### src/rtl/wred_admit.sv
`timescale 1ns/1ps
module wred_admit #(
  parameter int NQ    = 4,
  parameter int OCC_W = 14,
  parameter int THR_W = 10,
  parameter int GS    = 4,
  parameter int PCT_W = 7,
  parameter logic [15:0] SEED = 16'hACE1,
  localparam int QW = (NQ > 1) ? $clog2(NQ) : 1
) (
  input  logic                  clk,
  input  logic                  rst_n,
  input  logic                  arr_vld,
  input  logic [QW-1:0]         arr_queue,
  input  logic                  arr_hi_drop,
  input  logic [NQ*OCC_W-1:0]   occ_flat,
  input  logic [NQ*THR_W-1:0]   l1_flat,
  input  logic [NQ*THR_W-1:0]   l2_flat,
  input  logic [PCT_W-1:0]      pct_x,
  input  logic [PCT_W-1:0]      pct_y,
  input  logic [PCT_W-1:0]      pct_z,
  output logic                  dec_vld,
  output logic                  dec_drop
);
  localparam int CW = (OCC_W > THR_W + GS) ? OCC_W : THR_W + GS;

  logic [15:0] lfsr;
  wire         fb = lfsr[15] ^ lfsr[13] ^ lfsr[12] ^ lfsr[10];

  always_ff @(posedge clk or negedge rst_n)
    if (!rst_n) lfsr <= SEED;
    else        lfsr <= {lfsr[14:0], fb};

  wire [6:0] raw  = lfsr[6:0];
  wire [6:0] draw = (raw >= 7'd100) ? raw - 7'd100 : raw;

  wire [OCC_W-1:0] occ_sel = occ_flat[arr_queue*OCC_W +: OCC_W];
  wire [THR_W-1:0] l1_sel  = l1_flat[arr_queue*THR_W +: THR_W];
  wire [THR_W-1:0] l2_sel  = l2_flat[arr_queue*THR_W +: THR_W];

  wire [CW-1:0] occ_e = CW'(occ_sel);
  wire [CW-1:0] lvl1  = CW'({l1_sel, {GS{1'b0}}});
  wire [CW-1:0] lvl2  = CW'({l2_sel, {GS{1'b0}}});

  wire above1 = occ_e > lvl1;
  wire above2 = occ_e > lvl2;
  wire policed = (arr_queue != '0);

  logic             force_drop;
  logic             use_pct;
  logic [PCT_W-1:0] pct_sel;

  always_comb begin
    force_drop = 1'b0;
    use_pct    = 1'b0;
    pct_sel    = '0;
    if (policed) begin
      if (above2) begin
        if (arr_hi_drop) force_drop = 1'b1;
        else begin use_pct = 1'b1; pct_sel = pct_z; end
      end else if (above1) begin
        use_pct = 1'b1;
        pct_sel = arr_hi_drop ? pct_x : pct_y;
      end
    end
  end

  localparam int PW = (PCT_W > 7) ? PCT_W : 7;
  wire rand_hit = use_pct && (PW'(draw) < PW'(pct_sel));
  wire drop_now = force_drop | rand_hit;

  always_ff @(posedge clk or negedge rst_n)
    if (!rst_n) begin
      dec_vld  <= 1'b0;
      dec_drop <= 1'b0;
    end else begin
      dec_vld  <= arr_vld;
      dec_drop <= arr_vld & drop_now;
    end
endmodule

### config.mk
export PLATFORM = sky130hd
export DESIGN_NAME = wred_admit
export DESIGN_NICKNAME = d
export VERILOG_FILES = /design/src/rtl/wred_admit.sv
export SDC_FILE = /design/constraint.sdc
export NUM_CORES = 1
export LEC_CHECK = 0
export BUFFER_PORTS_ARGS = -buffer_cell sky130_fd_sc_hd__buf_2
export CELL_PAD_IN_SITES_DETAIL_PLACEMENT = 0
export CELL_PAD_IN_SITES_GLOBAL_PLACEMENT = 1
export CORE_UTILIZATION = 32
export CTS_CLUSTER_SIZE = 40
export DETAILED_ROUTE_END_ITERATION = 10
export GPL_ROUTABILITY_DRIVEN = 0
export GPL_TIMING_DRIVEN = 0
export PLACE_DENSITY_LB_ADDON = 0.05
export SLEW_MARGIN = 20
export SYNTH_ARGS = -nofsm -noshare
export SYNTH_HDL_FRONTEND = slang
export SYNTH_SLANG_ARGS = --single-unit
### constraint.sdc
create_clock -name clk -period 6.6 [get_ports clk]
set_clock_uncertainty 0.15 [all_clocks]
set_input_delay 0.66 -clock clk [delete_from_list [all_inputs] [get_ports clk]]
set_output_delay 0.66 -clock clk [all_outputs]
set_load 0.02 [all_outputs]
==> summary.md, run 1 <==
| Metric | Value |
|---|---|
| Outcome | finished, final reports clean |
| Slew Limit Fails | 0 |
| RSZ-0062 raised after global routing | no |
| GRT Residual Overflow | 0 |
| Share of cells above drive strength 1 | 0.565 |
| Clock Tree Root | clkbuf_8 |
| Worst setup SP type | primary input |
| Synth warnings | 0 |
| Critical path's slowest cell | a2111oi_2 |
| Unique masters post-synth | 45 |
| Clock slew at reported path FFs | 0.07 ns |
| DRC viols | 0 |
| CP Cell Sequence | buf_4 -> clkbuf_1 -> mux4_2 -> ha_1 -> a21oi_1 -> o21ai_1 -> a2111oi_2 -> nor3_1 -> o21ai_1 -> ha_1 -> a21oi_1 -> a31oi_1 -> or4_1 -> a32oi_1 |
| Slew headroom | 0.436 |
| Antenna Nets Post-Route | 0 |
| PortBufs | 162 |
| Num CTS Buffers | 3 |
| CP Capture Type | flop |
| Clock buffer depth | 2 |
| Synthesized net count | 407 |
| Flop pwr share | 0.272 |
| Die width | 87.8 um |
| Net Sw Frac | 0.330 |
| Starting Density | 0.339 |
| Clock Sinks | 18 |
| Switch Pwr | 136 uW |
| Worst-Margin Slew | 0.845 ns |
| Avg Cell Area, Syn | 10.9 um2 |
| Number of iterations in the first detailed-routing pass | 4 |
| Synth async-reset ratio | 1.00 |
| Hold slack | 0.171 ns |
| # IOs | 165 |
| Clock power frac | 0.210 |
| EDFF count, synth | 0 |
| Iteration-0 DRC Markers | 41 |
| Comb power frac | 0.518 |
| Most area-consuming cells after synthesis | mux4_2 (29%), ha_1 (15%), dfrtp_1 (11%) |
| Max_cap viols | 0 |
| Post-route minimum period | 4.72 ns |
| Total GRT Usage | 0.172 |
| Vias in the first global route | 2274 |
| CP max FO | 10 |
| P&R area growth vs syn | 41.9% |
| Height of the chip | 87.8 um |
| WP buf/inv | 2 |
| Core area | 0.00694 mm2 |
| CTS Hold Bufs | 0 |
| Vias/cell | 4.96 |
| Critical Path RT | 6.61 ns |
| Setup bufs post-CTS | 0 |
| Period utilisation layout | 0.715 |
| Slowest cell delay on critical path | 0.81 ns |
| Syn Inst Count | 216 |
| Max frequency | 212 MHz |
| Pwr dens | 124 mW/mm2 |
| Routed wire length | 6740 um |
| Area leader, netlist | mux4_2 |
| Nets | 574 |
| Fin. Hold Viols | 0 |
| H-tree depth | 1 |
| Min-Delay Path Class | primary input to asynchronous set/reset pin |
| Via count | 2372 |
| Final setup viols | 0 |
| Global-route wire length before repair | 10300 um |
| Critical path class | primary input to flop |
| CTS tree | yes |
| Yosys reg bits | 18 |
| Top FF cell, synth | dfrtp_1 |
| Detailed placer's ending HPWL | 6050 um |
| Area share of the largest cell type after synthesis | 0.287 |
| Antenna violations before repair | 1 |
| Post-CTS resize count | 0 |
| TNS Setup | 0 ns |
| Worst skew pair latency | 0.24 ns |
| Site row count | 30 |
| Crit-path leading delay family | compound AO/OA/AOI/OAI gates |
| Register area share after synthesis | 0.196 |
| Largest net degree at the start of global routing | 19 |
| Final Core Density | 0.481 |
| Maximum vdd drop | 0.0817 mV |
| Post-Syn Area | 0.00235 mm2 |
| Die Area | 0.00770 mm2 |
| WP data arrival | 4.72 ns |
| Leak Pwr | 0.00168 uW |
| Diode count | 0 |
| Drt wl/cell | 14.1 um |
| Internal power | 277 uW |
==> final timing paths <==
kind	startpoint	cells past startpoint	slack (ns)	to
max	arr_queue[1]	14	1.88	dec_drop
min	rst_n	1	0.17	lfsr[12]
max reg2reg	lfsr[3]	10	3.74	dec_drop
min reg2reg	lfsr[8]	0	0.20	lfsr[9]
max in group asynchronous	rst_n	1	5.82	lfsr[6]
min in group clk	lfsr[8]	0	0.20	lfsr[9]
==> synth_stat cells (2+ instances only) <==
cell type,instances
a211oi_1,5
a21oi_1,9
a31oi_1,7
and2_1,2
buf_2,3
clkbuf_1,3
dfrtp_1,10
dfstp_2,8
ha_1,28
inv_1,24
mux2i_1,7
mux4_2,30
nand2_1,7
nand2b_1,10
nand3_1,3
nand4_1,5
nor2_1,7
nor3_1,6
nor4_1,2
o21ai_0,4
o21ai_1,8
or3_1,2
xnor2_1,4
==> stage by stage <==
step	total power (uW)	cell area [um2]	cells	setup slack, ns
final	413	3340	478	1.88
after floorplan	248	2350	216	2.23
after CTS	418	3340	478	1.80
after global placement	328	3280	474	1.56
after global routing	448	3340	478	1.41
after detailed placement	331	3280	474	1.56
==> routing by layer <==
layer / global-route usage / share of wire
met1: 0.246 / 0.47
met2: 0.288 / 0.45
met3: 0.0217 / 0.073
met4: 0.0134 / 0.00089
met5: 0 / 0.0019
==> layout by cell type, fill, tap and decap left out, drive strengths merged, types with 2 or more instances in the layout <==
cell type / instances
nand2b: 10
a31oi: 8
nand4: 5
mux2i: 7
nor4: 3
ha: 28
and2: 2
nor2: 8
a211oi: 5
dfrtp: 10
inv: 24
mux4: 30
nand2: 7
a2111oi: 2
nand3: 3
clkbuf: 7
buf: 168
nor3: 6
dfstp: 8
a21oi: 9
xnor2: 4
o21ai: 12
or3: 2
==> cell type report <==
| type | instances | area (um2) |
|---|---|---|
| Inverter | 24 | 90.1 |
| Sequential cell | 18 | 460 |
| Fill cell | 704 | 3600 |
| Tap cell | 96 | 120 |
| Clock buffer | 4 | 55.1 |
| Buffer | 9 | 48.8 |
| Timing Repair Buffer | 162 | 811 |
| Multi-Input combinational cell | 165 | 1750 |
==> worst reg2reg max path: stages (launching register included) <==
cell and delay (ns):
dfrtp_1 0.41, inv_1 0.08, ha_1 0.17, a2111oi_0 0.35
nor2_1 0.18, xnor2_1 0.16, ha_1 0.34, a21oi_1 0.20
a31oi_1 0.10, or4_1 0.46, a32oi_1 0.18
==> kinds of logic after synthesis <==
group	share of synthesized area
buffers and inverters	0.0590
adder cells (fa/ha/maj)	0.149
XOR/XNOR	0.0186
multiplexers	0.317
AO/OA/AOI/OAI	0.133
flip-flops	0.196
AND/OR/NAND/NOR	0.128
==> registers in the layout, indices dropped and copies added (netlist names) <==
signal    cells
dec_drop      1
lfsr         16
dec_vld       1
==> power by group through the flow <==
stage               logic [uW]  clock network (uW)  registers, uW
floorplan                  131                   0            117
global placement           214                   0            114
detailed placement         216                   0            114
CTS                        218                88.3            113
global route               243                93.2            113
finish                     214                86.8            113
Note: power is estimated with default switching activity, not from simulation.
==> run 2, diff against run 1 <==
Settings changed: ABC_AREA set to 1, CORE_UTILIZATION 32 to 24.
Clock period 6.6 ns to 4.21 ns, I/O delays scaled along.
==> run 2 against run 1 <==
Compared with the run above: clock power grew 56%; sequential share of layout area shrank 0.50 points; worst setup slack lost 1.5 ns; register-to-register slack lost 2.2 ns; global-route usage grew 0.50 points; power grew 62%; largest cell class unchanged.
==> summary.md, run 2 <==
| Metric | Value |
|---|---|
| Worst slack, placed | -0.335 ns |
| CTS tree | yes |
| Num CTS Buffers | 3 |
| XOR/XNOR share of the synthesized area | 0.0145 |
| Most area-consuming cells after synthesis | nand2_1 (17%), ha_1 (15%), dfrtp_1 (10%) |
| Iteration-0 DRC Markers | 103 |
| Leak Pwr | 0.00183 uW |
| Vias/cell | 4.57 |
| Worst skew pair latency | 0.25 ns |
| Routed wire length | 9320 um |
| P&R area growth vs syn | 43.6% |
| Worst setup SP type | primary input |
| Slew Limit Fails | 0 |
| Total GRT Usage | 0.177 |
| Clock Tree Root | clkbuf_8 |
| Post-synthesis adder-cell area fraction | 0.145 |
| Drt wl/cell | 13.8 um |
| Synth Area in Compound Gates | 0.272 |
| Share of cells above drive strength 1 | 0.355 |
| CP Capture Type | flop |
| Max frequency | 261 MHz |
| Mux cell area share after synthesis | 0 |
| Setup bufs post-CTS | 0 |
| DRC viols | 0 |
| Fin. Hold Viols | 0 |
| Worst setup margin | 0.383 ns |
| Clock Sinks | 18 |
| Post-synth top cells | nand2_1 (109), nor2_1 (50), a21oi_1 (35), ha_1 (28), o21ai_0 (27) |
| Largest Register | lfsr |
| Critical path class | primary input to flop |
| Outcome | finished, final reports clean |
| Global-route wire length before repair | 14300 um |
| Post-route minimum period | 3.83 ns |
| Final Core Density | 0.355 |
| Starting Density | 0.247 |
| Slew headroom | 0.641 |
| Post-Syn Area | 0.00241 mm2 |
| Simple-gate portion of the synthesized area | 0.302 |
| Yosys reg bits | 18 |
| Maximum vdd drop | 0.0831 mV |
| Unique masters post-synth | 28 |
| Number of iterations in the first detailed-routing pass | 4 |
| Clock buffer depth | 2 |
| Commonest non-fill, non-tap cell in the layout | buf_2 |
| Min-Delay Path Class | primary input to flop |
| Antenna Nets Post-Route | 0 |
| # IOs | 165 |
| Most common cell in the netlist | nand2_1 |
| CP max FO | 10 |
| Max_cap viols | 0 |
| Height of the chip | 102 um |
| Area leader, netlist | nand2_1 |
| Worst-Margin Slew | 0.539 ns |
| Final setup viols | 0 |
| Core area | 0.00977 mm2 |
| PortBufs | 162 |
| EDFF count, synth | 0 |
| Top FF cell, synth | dfrtp_1 |
| Diode count | 0 |
| Nets | 736 |
| Net Sw Frac | 0.374 |
| Largest net degree at the start of global routing | 20 |
| Pwr dens | 193 mW/mm2 |
| Flop pwr share | 0.264 |
| Fillers | 1145 |
| Avg Cell Area, Syn | 6.39 um2 |
| Critical Path RT | 4.24 ns |
| Detailed placer's ending HPWL | 7720 um |
| Site row count | 36 |
| Comb power frac | 0.533 |
| Vias in the first global route | 3006 |
| WP data arrival | 3.85 ns |
| Antenna violations before repair | 0 |
| Area share of the largest cell type after synthesis | 0.170 |
| Synthesized net count | 569 |
| Die Area | 0.0105 mm2 |
| Largest family of logic cells by synthesized area | simple AND/OR/NAND/NOR gates |
| Period utilisation layout | 0.909 |
| Via count | 3095 |
| Synth async-reset ratio | 1.00 |
| Area of the multi-input gates | 0.00177 mm2 |
| Die width | 102 um |
| Most frequent cells in the layout | buf_2 (164), nand2_1 (108), nor2_1 (50), a21oi_1 (35), ha_1 (28) |
| Sequential cell area | 460 um2 |
| Clock slew at reported path FFs | 0.06 ns |
| Clock power frac | 0.203 |
| Syn Inst Count | 378 |
| RSZ-0062 raised after global routing | no |
| GRT Residual Overflow | 0 |
| Largest register FFs | 16 |
| Switch Pwr | 249 uW |
| Synth warnings | 0 |
| Register area share after synthesis | 0.191 |
| Internal power | 418 uW |
| Regs by FF count | lfsr (16), dec_drop (1), dec_vld (1) |
| H-tree depth | 1 |
-- run 2: final cells by class --
| class | count | area share |
|---|---|---|
| Buffer | 21 | 0.0303 |
| Clock buffer | 4 | 0.0159 |
| Sequential cell | 18 | 0.133 |
| Timing Repair Buffer | 163 | 0.237 |
| Multi-Input combinational cell | 316 | 0.512 |
| Tap cell | 133 | 0.0480 |
| Inverter | 22 | 0.0245 |
-- run 2: path summary, 6_finish.rpt --
kind                         startpoint       end  slack [ns]  cells past startpoint
setup / recovery           arr_queue[0]  dec_drop        0.38                     23
hold / removal                  arr_vld   dec_vld        0.14                      1
setup reg to reg                lfsr[3]  dec_drop        1.53                     15
hold reg to reg                 lfsr[9]  lfsr[10]        0.20                      0
max in group asynchronous         rst_n   lfsr[7]        3.12                      2
min in group asynchronous         rst_n   dec_vld        0.47                      2
-- run 2: kinds of logic (layout without fill, tap and decap cells) --
family,after synthesis,in the layout
buffers and inverters,44,210
adder cells (fa/ha/maj),28,28
flip-flops,18,18
AO/OA/AOI/OAI,104,104
XOR/XNOR,4,4
AND/OR/NAND/NOR,180,180
-- run 2: power by group through the flow --
stage	clock network (uW)	registers [uW]	logic, uW
after global routing	146	176	407
after detailed placement	0	179	357
final	135	176	356
after floorplan	0	182	207
after global placement	0	179	353
after CTS	141	176	359
-- run 2: critical path: stages --
cell and delay, ns:
buf_4 0.16, inv_4 0.12, clkbuf_1 0.41, nand2_1 0.10, a32o_1 0.26, ha_1 0.29, nand2_1 0.08, nor2_2 0.16
nand2_1 0.08, nor2_1 0.12, nand3_2 0.10, nand2_2 0.08, inv_2 0.06, buf_6 0.13, o211ai_1 0.18, ha_1 0.27
a21oi_1 0.15, nor2_1 0.05, o21ai_0 0.15, o211ai_1 0.11, a21oi_1 0.13, nand2_1 0.09, a21oi_1 0.13
-- run 2: metrics by stage --
step | TNS (ns) | instance area [um2] | hold slack [ns] | std cells | total power [uW]
final | 0 | 3470 | 0.138 | 677 | 667
after global routing | 0 | 3470 | 0.133 | 677 | 729
after CTS | 0 | 3450 | 0.132 | 677 | 676
after detailed placement | -0.335 | 3390 | 0.193 | 673 | 536
after global placement | -0.381 | 3390 | 0.186 | 673 | 532
after floorplan | 0 | 2410 | -0.0246 | 378 | 389
-- run 2: routing by layer --
layer  up-vias  GRT usage  wire [um]
li1       1631          -          -
met2       130      0.303       4040
met3         6     0.0212        655
met5         -          0          0
met1      1328      0.243       4540
met4         0     0.0242         85
-- run 2: timing repair --
item,4_1_cts,5_1_grt
hold buffers,1,0
endpoints found under the setup margin,1,1
hold endpoints to repair,10,0
gates resized for setup,0,12
